--- src/rtl/dbg_entry_pkg.sv ---
package dbg_entry_pkg;

  // Events decoded by the datapath, before priority and enable are applied.
  typedef struct packed {
    logic dblFault;
    logic extBkpt;
    logic dbgOp;
    logic swOp;
  } evt_t;

  // Strobes from the control to the datapath.
  typedef struct packed {
    logic countFault;
    logic clearFault;
    logic loadVec;
  } ctl_t;

  typedef enum logic [1:0] {
    ST_RUN    = 2'd0,
    ST_FROZEN = 2'd1,
    ST_HALTED = 2'd2
  } state_t;

endpackage

--- src/rtl/dbg_entry_dp.sv ---
module dbg_entry_dp
  import dbg_entry_pkg::*;
#(
  parameter int          OPW         = 16,
  parameter int          VECW        = 8,
  parameter int          SYNC_STAGES = 2,
  parameter int          FAULT_LIMIT = 2,
  parameter logic [15:0] DBG_OP      = 16'h4AFA,
  parameter logic [15:0] SWB_BASE    = 16'h4848,
  parameter logic [15:0] SWB_MASK    = 16'hFFF8,
  parameter logic [7:0]  BKPT_VEC    = 8'h0C
) (
  input  logic            clk,
  input  logic            rstN,
  input  logic            bkptN,
  input  logic            opValid,
  input  logic [OPW-1:0]  opcode,
  input  logic            busDone,
  input  logic            busFault,
  input  ctl_t            ctl,
  output evt_t            evt,
  output logic            dbgEn,
  output logic [VECW-1:0] excVector
);

  localparam int CNTW = $clog2(FAULT_LIMIT + 1);
  localparam logic [CNTW-1:0] CNT_TOP = CNTW'(FAULT_LIMIT - 1);

  // Synchronizer for the asynchronous pin; runs through reset so the
  // enable can be sampled at reset release.
  logic [SYNC_STAGES-1:0] syncQ;
  logic                   pinSync;
  logic                   pinPrev;

  always_ff @(posedge clk) begin
    syncQ   <= {syncQ[SYNC_STAGES-2:0], bkptN};
    pinPrev <= pinSync;
  end

  assign pinSync = syncQ[SYNC_STAGES-1];

  // Enable tracks the pin while reset is low and freezes at release.
  always_ff @(posedge clk) begin
    if (!rstN) dbgEn <= ~pinSync;
  end

  // Consecutive bus fault counter, saturating at FAULT_LIMIT-1.
  logic [CNTW-1:0] faultCnt;

  always_ff @(posedge clk or negedge rstN) begin
    if (!rstN) begin
      faultCnt <= '0;
    end else if (ctl.clearFault) begin
      faultCnt <= '0;
    end else if (ctl.countFault) begin
      if (busFault) begin
        if (faultCnt != CNT_TOP) faultCnt <= faultCnt + 1'b1;
      end else if (busDone) begin
        faultCnt <= '0;
      end
    end
  end

  always_ff @(posedge clk or negedge rstN) begin
    if (!rstN) excVector <= '0;
    else       excVector <= ctl.loadVec ? VECW'(BKPT_VEC) : '0;
  end

  always_comb begin
    evt.dblFault = busFault && (faultCnt == CNT_TOP);
    evt.extBkpt  = pinPrev && !pinSync;
    evt.dbgOp    = opValid && (opcode == OPW'(DBG_OP));
    evt.swOp     = opValid && ((opcode & OPW'(SWB_MASK)) == OPW'(SWB_BASE));
  end

  // the counter never reaches the limit; the limiting fault is an event.
  assert_fault_count_bound_R6: assert property (@(posedge clk) disable iff (!rstN)
    faultCnt < CNTW'(FAULT_LIMIT));

  // a completed bus cycle while counting clears the count.
  assert_done_clears_count_R7: assert property (@(posedge clk) disable iff (!rstN)
    (ctl.countFault && !ctl.clearFault && busDone && !busFault) |=> faultCnt == '0);

  // the enable does not change once reset has been released.
  assert_enable_stable_R1: assert property (@(posedge clk) disable iff (!rstN)
    $past(rstN) |-> $stable(dbgEn));

endmodule

--- src/rtl/dbg_entry_ctl.sv ---
module dbg_entry_ctl
  import dbg_entry_pkg::*;
(
  input  logic clk,
  input  logic rstN,
  input  evt_t evt,
  input  logic dbgEn,
  input  logic resumeCmd,
  output ctl_t ctl,
  output logic freeze,
  output logic cmdReady,
  output logic excReq,
  output logic bkptAckReq,
  output logic illegalTrap,
  output logic swBkptReq,
  output logic halted
);

  state_t state;
  logic   running;
  logic   enterDbg, goHalt, wantExc, wantIll, wantSwb, doResume;

  assign running  = (state == ST_RUN);
  assign doResume = (state == ST_FROZEN) && cmdReady && resumeCmd;

  // Fixed priority: double fault, external breakpoint, opcode events.
  always_comb begin
    enterDbg = 1'b0;
    goHalt   = 1'b0;
    wantExc  = 1'b0;
    wantIll  = 1'b0;
    wantSwb  = 1'b0;
    if (running) begin
      if (evt.dblFault) begin
        if (dbgEn) enterDbg = 1'b1;
        else       goHalt   = 1'b1;
      end else if (evt.extBkpt) begin
        if (dbgEn) enterDbg = 1'b1;
        else       wantExc  = 1'b1;
      end else if (evt.dbgOp) begin
        if (dbgEn) enterDbg = 1'b1;
        else       wantIll  = 1'b1;
      end else if (evt.swOp) begin
        wantSwb = 1'b1;
      end
    end
  end

  always_comb begin
    ctl.countFault = running;
    ctl.clearFault = doResume;
    ctl.loadVec    = wantExc;
  end

  always_ff @(posedge clk or negedge rstN) begin
    if (!rstN) begin
      state       <= ST_RUN;
      cmdReady    <= 1'b0;
      excReq      <= 1'b0;
      bkptAckReq  <= 1'b0;
      illegalTrap <= 1'b0;
      swBkptReq   <= 1'b0;
    end else begin
      if (enterDbg)      state <= ST_FROZEN;
      else if (goHalt)   state <= ST_HALTED;
      else if (doResume) state <= ST_RUN;
      cmdReady    <= (state == ST_FROZEN) && !doResume;
      excReq      <= wantExc;
      bkptAckReq  <= wantExc;
      illegalTrap <= wantIll;
      swBkptReq   <= wantSwb;
    end
  end

  assign freeze = (state == ST_FROZEN);
  assign halted = (state == ST_HALTED);

  // the command port is only ready while frozen, and only after freeze.
  assert_ready_inside_freeze_R8: assert property (@(posedge clk) disable iff (!rstN)
    cmdReady |-> freeze);
  assert_ready_after_freeze_R8: assert property (@(posedge clk) disable iff (!rstN)
    $rose(cmdReady) |-> $past(freeze));

  // the exception path carries the acknowledge cycle; debug entry does not.
  assert_exc_only_disabled_R3: assert property (@(posedge clk) disable iff (!rstN)
    excReq |-> (bkptAckReq && !dbgEn && !freeze));
  assert_ack_with_exc_R3: assert property (@(posedge clk) disable iff (!rstN)
    bkptAckReq |-> excReq);

  // the illegal trap for the debug opcode only arises when disabled.
  assert_trap_only_disabled_R4: assert property (@(posedge clk) disable iff (!rstN)
    illegalTrap |-> !dbgEn);

  // the software breakpoint never coincides with debug state.
  assert_swbkpt_no_freeze_R5: assert property (@(posedge clk) disable iff (!rstN)
    swBkptReq |-> !freeze);

  // halt is permanent until reset.
  assert_halt_sticky_R6: assert property (@(posedge clk) disable iff (!rstN)
    halted |=> halted);

  // nothing escapes while frozen without a resume.
  assert_frozen_quiet_R9: assert property (@(posedge clk) disable iff (!rstN)
    (freeze && !(cmdReady && resumeCmd)) |=>
      (freeze && !excReq && !illegalTrap && !swBkptReq));

  // at most one outcome per evaluation.
  assert_single_outcome_R10: assert property (@(posedge clk) disable iff (!rstN)
    $onehot0({excReq, illegalTrap, swBkptReq, $rose(freeze), $rose(halted)}));

endmodule

--- src/rtl/dbg_entry_ctrl.sv ---
module dbg_entry_ctrl
  import dbg_entry_pkg::*;
#(
  parameter int          OPW         = 16,
  parameter int          VECW        = 8,
  parameter int          SYNC_STAGES = 2,
  parameter int          FAULT_LIMIT = 2,
  parameter logic [15:0] DBG_OP      = 16'h4AFA,
  parameter logic [15:0] SWB_BASE    = 16'h4848,
  parameter logic [15:0] SWB_MASK    = 16'hFFF8,
  parameter logic [7:0]  BKPT_VEC    = 8'h0C
) (
  input  logic            clk,
  input  logic            rstN,
  input  logic            bkptN,
  input  logic            opValid,
  input  logic [OPW-1:0]  opcode,
  input  logic            busDone,
  input  logic            busFault,
  input  logic            resumeCmd,
  output logic            freeze,
  output logic            cmdReady,
  output logic            excReq,
  output logic [VECW-1:0] excVector,
  output logic            bkptAckReq,
  output logic            illegalTrap,
  output logic            swBkptReq,
  output logic            halted
);

  evt_t evt;
  ctl_t ctl;
  logic dbgEn;

  dbg_entry_dp #(
    .OPW(OPW), .VECW(VECW), .SYNC_STAGES(SYNC_STAGES), .FAULT_LIMIT(FAULT_LIMIT),
    .DBG_OP(DBG_OP), .SWB_BASE(SWB_BASE), .SWB_MASK(SWB_MASK), .BKPT_VEC(BKPT_VEC)
  ) i_dp (
    .clk(clk), .rstN(rstN), .bkptN(bkptN), .opValid(opValid), .opcode(opcode),
    .busDone(busDone), .busFault(busFault), .ctl(ctl), .evt(evt),
    .dbgEn(dbgEn), .excVector(excVector)
  );

  dbg_entry_ctl i_ctl (
    .clk(clk), .rstN(rstN), .evt(evt), .dbgEn(dbgEn), .resumeCmd(resumeCmd),
    .ctl(ctl), .freeze(freeze), .cmdReady(cmdReady), .excReq(excReq),
    .bkptAckReq(bkptAckReq), .illegalTrap(illegalTrap), .swBkptReq(swBkptReq),
    .halted(halted)
  );

endmodule

--- config.mk ---
export PLATFORM = sky130hd
export DESIGN_NAME = dbg_entry_ctrl
export DESIGN_NICKNAME = d
export VERILOG_FILES = /design/src/rtl/dbg_entry_pkg.sv /design/src/rtl/dbg_entry_dp.sv /design/src/rtl/dbg_entry_ctl.sv /design/src/rtl/dbg_entry_ctrl.sv
export SDC_FILE = /design/constraint.sdc
export NUM_CORES = 1
export LEC_CHECK = 0
export ABC_AREA = 1
export BUFFER_PORTS_ARGS = -buffer_cell sky130_fd_sc_hd__buf_4
export CELL_PAD_IN_SITES_DETAIL_PLACEMENT = 1
export CELL_PAD_IN_SITES_GLOBAL_PLACEMENT = 1
export CORE_MARGIN = 3
export CORE_UTILIZATION = 32
export DETAILED_ROUTE_END_ITERATION = 10
export GPL_TIMING_DRIVEN = 0
export PLACE_DENSITY_LB_ADDON = 0.1
export REMOVE_ABC_BUFFERS = 1
export SLEW_MARGIN = 20
export SYNTH_ARGS = -nofsm -noshare
export SYNTH_HDL_FRONTEND = slang
export SYNTH_HIERARCHICAL = 1
export SYNTH_SLANG_ARGS = --single-unit
--- constraint.sdc ---
create_clock -name clk -period 2.1 [get_ports clk]
set_input_delay 0 -clock clk [delete_from_list [all_inputs] [get_ports clk]]
set_output_delay 0 -clock clk [all_outputs]
set_load 0.01 [all_outputs]
---- Word-level counts from Yosys, hierarchy flattened ----
Cells that the tools add are included.
cells by class
  $add $sub $neg .......................... 1
  reductions and logical operators ........ 14
  equality and inequality tests ........... 7
  multiplexer cells ....................... 29
  bitwise operators ....................... 1
operators by type and width
  operator                count
  $mux W1                 20
  $eq A16 B15 Y1 const B  1
  $mux W2                 8
  $eq A13 B12 Y1 const B  1
  $logic_and A1 B1 Y1     7
  $reduce_bool A3 Y1      2
  $eq A2 B1 Y1 const B    2
  $mux W4                 1
  $ne A3 B1 Y1 const B    1
  $reduce_and A3 Y1       1
  $add A2 B1 Y2 const B   1
  $eq A2 B2 Y1 const B    1
  $logic_not A1 Y1        2
  $logic_not A2 Y1        1
  $ne A2 B1 Y1 const B    1
  $reduce_bool A2 Y1      1
  $not A1 Y1              1
word-level totals
  bits of input ports ..................... 23
  word-level logic and storage cells ...... 62
  output and inout bits ................... 15
  flip-flop bits (word level) ............. 20

---- Depth between registers and ports, before layout ----
  word-level depth ........................ 7
  gate-level depth with buffers ........... 9
  mapped depth without buffers ............ 9

---- Hierarchy ----
The synthesis kept the hierarchy.
by module, submodules not included
  module         instances  seq. area each (sq um)  cells each  area each (sq um)
  dbg_entry_dp   1          165.2                   62          437.9
  dbg_entry_ctl  1          150.1                   36          290.3

---- Worst setup path after synthesis ----
No wires, ideal clock.
  path type ............................... register -> register
  start ................................... register i_dp.faultCnt[0]
  end ..................................... register i_dp.excVector[2]
  arrival time ............................ 1.063 ns
  cell stages (with the launch flop) ...... 6
  path slack .............................. 0.975 ns
  setup time .............................. 0.062 ns
  path buffers ............................ 1
  required time ........................... 2.038 ns
  clock period less this slack ............ 1.125 ns
  cell sequence ........................... dfrtp_1 -> ha_1 -> nand2_2 -> inv_1 -> nor3_1 -> buf_4
RTL lines
  item                      line                source
  start: declaration        dbg_entry_dp.sv:48  logic [CNTW-1:0] faultCnt;
  start signal: assignment  dbg_entry_dp.sv:57  if (faultCnt != CNT_TOP) faultCnt <= faultCnt + 1'b1;
  end signal: assignment    dbg_entry_dp.sv:66  else excVector <= ctl.loadVec ? VECW'(BKPT_VEC) : '0;
  end: declaration          dbg_entry_dp.sv:23  output logic [VECW-1:0] excVector

==> impl_metrics.tcl <==
set metrics [dict create \
    antenna_left 0 \
    first_pass_iters 4 \
    row_count 16 \
    worst_clock_skew_ps 1.27 \
    register_area_sq_um 315 \
    clk_pin_slew_ps 70 \
    synth_ff_type "dfrtp_1" \
    hpwl_mm 1.33 \
    finalMaxSlewViolations 0 \
    grt_start_max_net_pins 11 \
    cts-root-buf "clkbuf_4" \
    die_x_microns 53.7 \
    cts_buffer_depth 2 \
    vias 646 \
    crit_path_end_kind "flop" \
    antenna_cells 0 \
    worst_slack_ps 881 \
    yosysSeqAreaShare 0.433 \
    synth.top_cell.area_share 0.309 \
    dieArea_sq_mm 0.00288 \
    insertion_delay_ps 260 \
    arrival_ps 1370 \
    io_pins 38 \
    routed_wl_mm 1.49 \
    drt_iter0_markers 6 \
    startpoint_type "flop" \
    hold_viol 0 \
    syn_area_sq_um 728 \
    crit_fanout 3 \
    pwr-share-comb 0.132 \
    syn_avg_cell_area_sq_um 7.43 \
    max_freq_mhz 821 \
    fill_cells 282 \
    switching_share 0.213 \
    p_leak_nw 0.544 \
    netlist-cell-type-count 19 \
    finalSetupTns_ps 0 \
    synth-seq-cells 13 \
    drv_cap 0 \
    routedWlPerCell_microns 9.56 \
    grt_pass1_vias 642 \
    track_usage 0.123 \
    routed_via_density 4.14 \
    yosys_warnings 6 \
    min_period_ps 1220 \
    overflow 0 \
    multi_input_area_sq_um 272 \
    antenna_found_initial 0 \
    cts_tree "done" \
    place_ws_ps 878 \
    synth_edf_count 1 \
    drive_gt1_frac 0.333 \
    slowest_stage "dfrtp_1" \
    cts_buffers 3 \
    stdcell_count 156 \
    synth_top_area_cell "dfrtp_1" \
    setup_violations 0 \
    crit_chain "ha_1, nand2_2, inv_1, nor2_1, nand2_1, nand2_1, nand2_1" \
    start_util 0.353 \
    p_clk_frac 0.310 \
    core_area_sq_mm 0.00206 \
    power.density_mw_per_mm2 473 \
    slowest_delay_ps 390 \
    crit_type "reg2reg" \
    drc_errors 0 \
    p_sw_uw 98.6 \
    post-place-cells 150 \
    synth_cells 98 \
    seqPwrFrac 0.559 \
    die_h_microns 53.7 \
    outcome "complete, no violations" \
    async_flop_share 0.692 \
    rsz0062_at_grt "no" \
    ys_top_cells_by_count "inv_1 (18), nand2_1 (17), nor2_1 (17), buf_4 (11), dfrtp_1 (9)" \
    ys_top_cells_by_area "dfrtp_1 (31%), buf_4 (11%), inv_1 (9.3%), nand2_1 (8.8%), nor2_1 (8.8%)" \
    power.total_uw 462 \
    portBuffers 31 \
    synth.most_common_cell "inv_1" \
    grt_first_pass_wirelength_mm 2.58 \
    nNetsFinal 154 \
    required_ps 2260 \
    hp-class "in2reg" \
    gp_congestion 0.722 \
    power.internal_uw 364 \
    path_common_cell "nand2_1" \
    syn_to_final_growth_pct 34.2 \
    post-cts-setup-buffer-count 0 \
    cts.sinks 13 \
    min_period_over_period 0.580 \
    ir_drop_mv 0.380 \
    cts_max_level 1 \
]
metal layers:
layer / GRT usage / part of all wire / routed length, microns
met5: 0 / 0 / 0
met4: 0.0128 / 0 / 0
met3: 0.0526 / 0.077 / 115
met2: 0.224 / 0.51 / 761
met1: 0.136 / 0.41 / 613
registers in the layout, summed over array words and instances, names as in the netlist:
register           count
i_ctl/state            2
i_dp/faultCnt          2
i_dp/syncQ             2
i_ctl/bkptAckReq       1
i_ctl/cmdReady         1
i_ctl/illegalTrap      1
i_ctl/swBkptReq        1
i_dp/dbgEn             1
i_dp/excVector         1
i_dp/pinPrev           1
cell usage in the layout, fill, tap and decap left out, drive strengths merged:
| cell type | count |
|---|---|
| buf | 31 |
| clkbuf | 4 |
| conb | 6 |
| dfrtp | 9 |
| dfxtp | 3 |
| dlygate4sd3 | 2 |
| edfxtp | 1 |
| ha | 1 |
| inv | 20 |
| nand2 | 20 |
| nand3 | 7 |
| nand4 | 1 |
| nor2 | 20 |
| nor3 | 2 |
| o21ai | 2 |
kinds of logic after synthesis:
kind of cell,count (synthesis),share of synthesized area
and+or+nand+nor,50,0.311
buffers and inverters,31,0.220
adders and majority gates,1,0.0172
DFF,13,0.433
AOI/OAI and AO/OA,2,0.0137
other,1,0.00515
layout make-up:
cell class	instances	area share
clock buffers	4	0.0269
multi-input cells	59	0.278
inverters	20	0.0794
well taps	27	0.0346
flip-flops and latches	13	0.323
repair buffers	33	0.259
through the flow:
| stage | hold WS, ps | cell area, sq um | utilization |
|---|---|---|---|
| 6_report | 78.9 | 977 | 0.474 |
| 5_1_grt | 106 | 977 | 0.474 |
| 4_1_cts | 78.2 | 977 | 0.474 |
| 3_5_place_dp | -165 | 931 | 0.451 |
| 3_3_place_gp | -165 | 931 | 0.451 |
| 2_1_floorplan | -296 | 664 | - |
power by group through the flow:
stage | logic [mW] | clock network, mW | registers, mW
after floorplan | 0.0186 | 0 | 0.263
after global placement | 0.0557 | 0 | 0.263
after detailed placement | 0.0579 | 0 | 0.263
after CTS | 0.0610 | 0.152 | 0.258
after global routing | 0.0688 | 0.168 | 0.259
final | 0.0609 | 0.143 | 0.258
worst paths after layout:
| path | startpoint | end | slack, ps | depth (start not counted) |
|---|---|---|---|---|
| hold / removal | opcode[7] | i_ctl/swBkptReq | 80 | 6 |
| hold reg to reg | i_dp/syncQ[0] | i_dp/syncQ[1] | 330 | 0 |
| setup / recovery | i_dp/faultCnt[0] | i_ctl/state[0] | 880 | 7 |
| min in group asynchronous | rstN | i_ctl/state[1] | 110 | 2 |
| setup reg to reg | i_dp/faultCnt[0] | i_ctl/state[0] | 880 | 7 |
| max in group asynchronous | rstN | i_ctl/state[0] | 1860 | 2 |
worst max-delay path: cells and delay by family (launching register included):
family        cells  cell delay (ps)
fa+ha+maj         1              210
simple gates      5              420
flops             1              390
buf+inv           1               70
timing repair:
item / 4_1_cts / 5_1_grt
hold endpoints to repair: 10 / 0
resized for setup: 0 / 0
hold buffers: 2 / 0
Power figures use the tool's default switching activity.
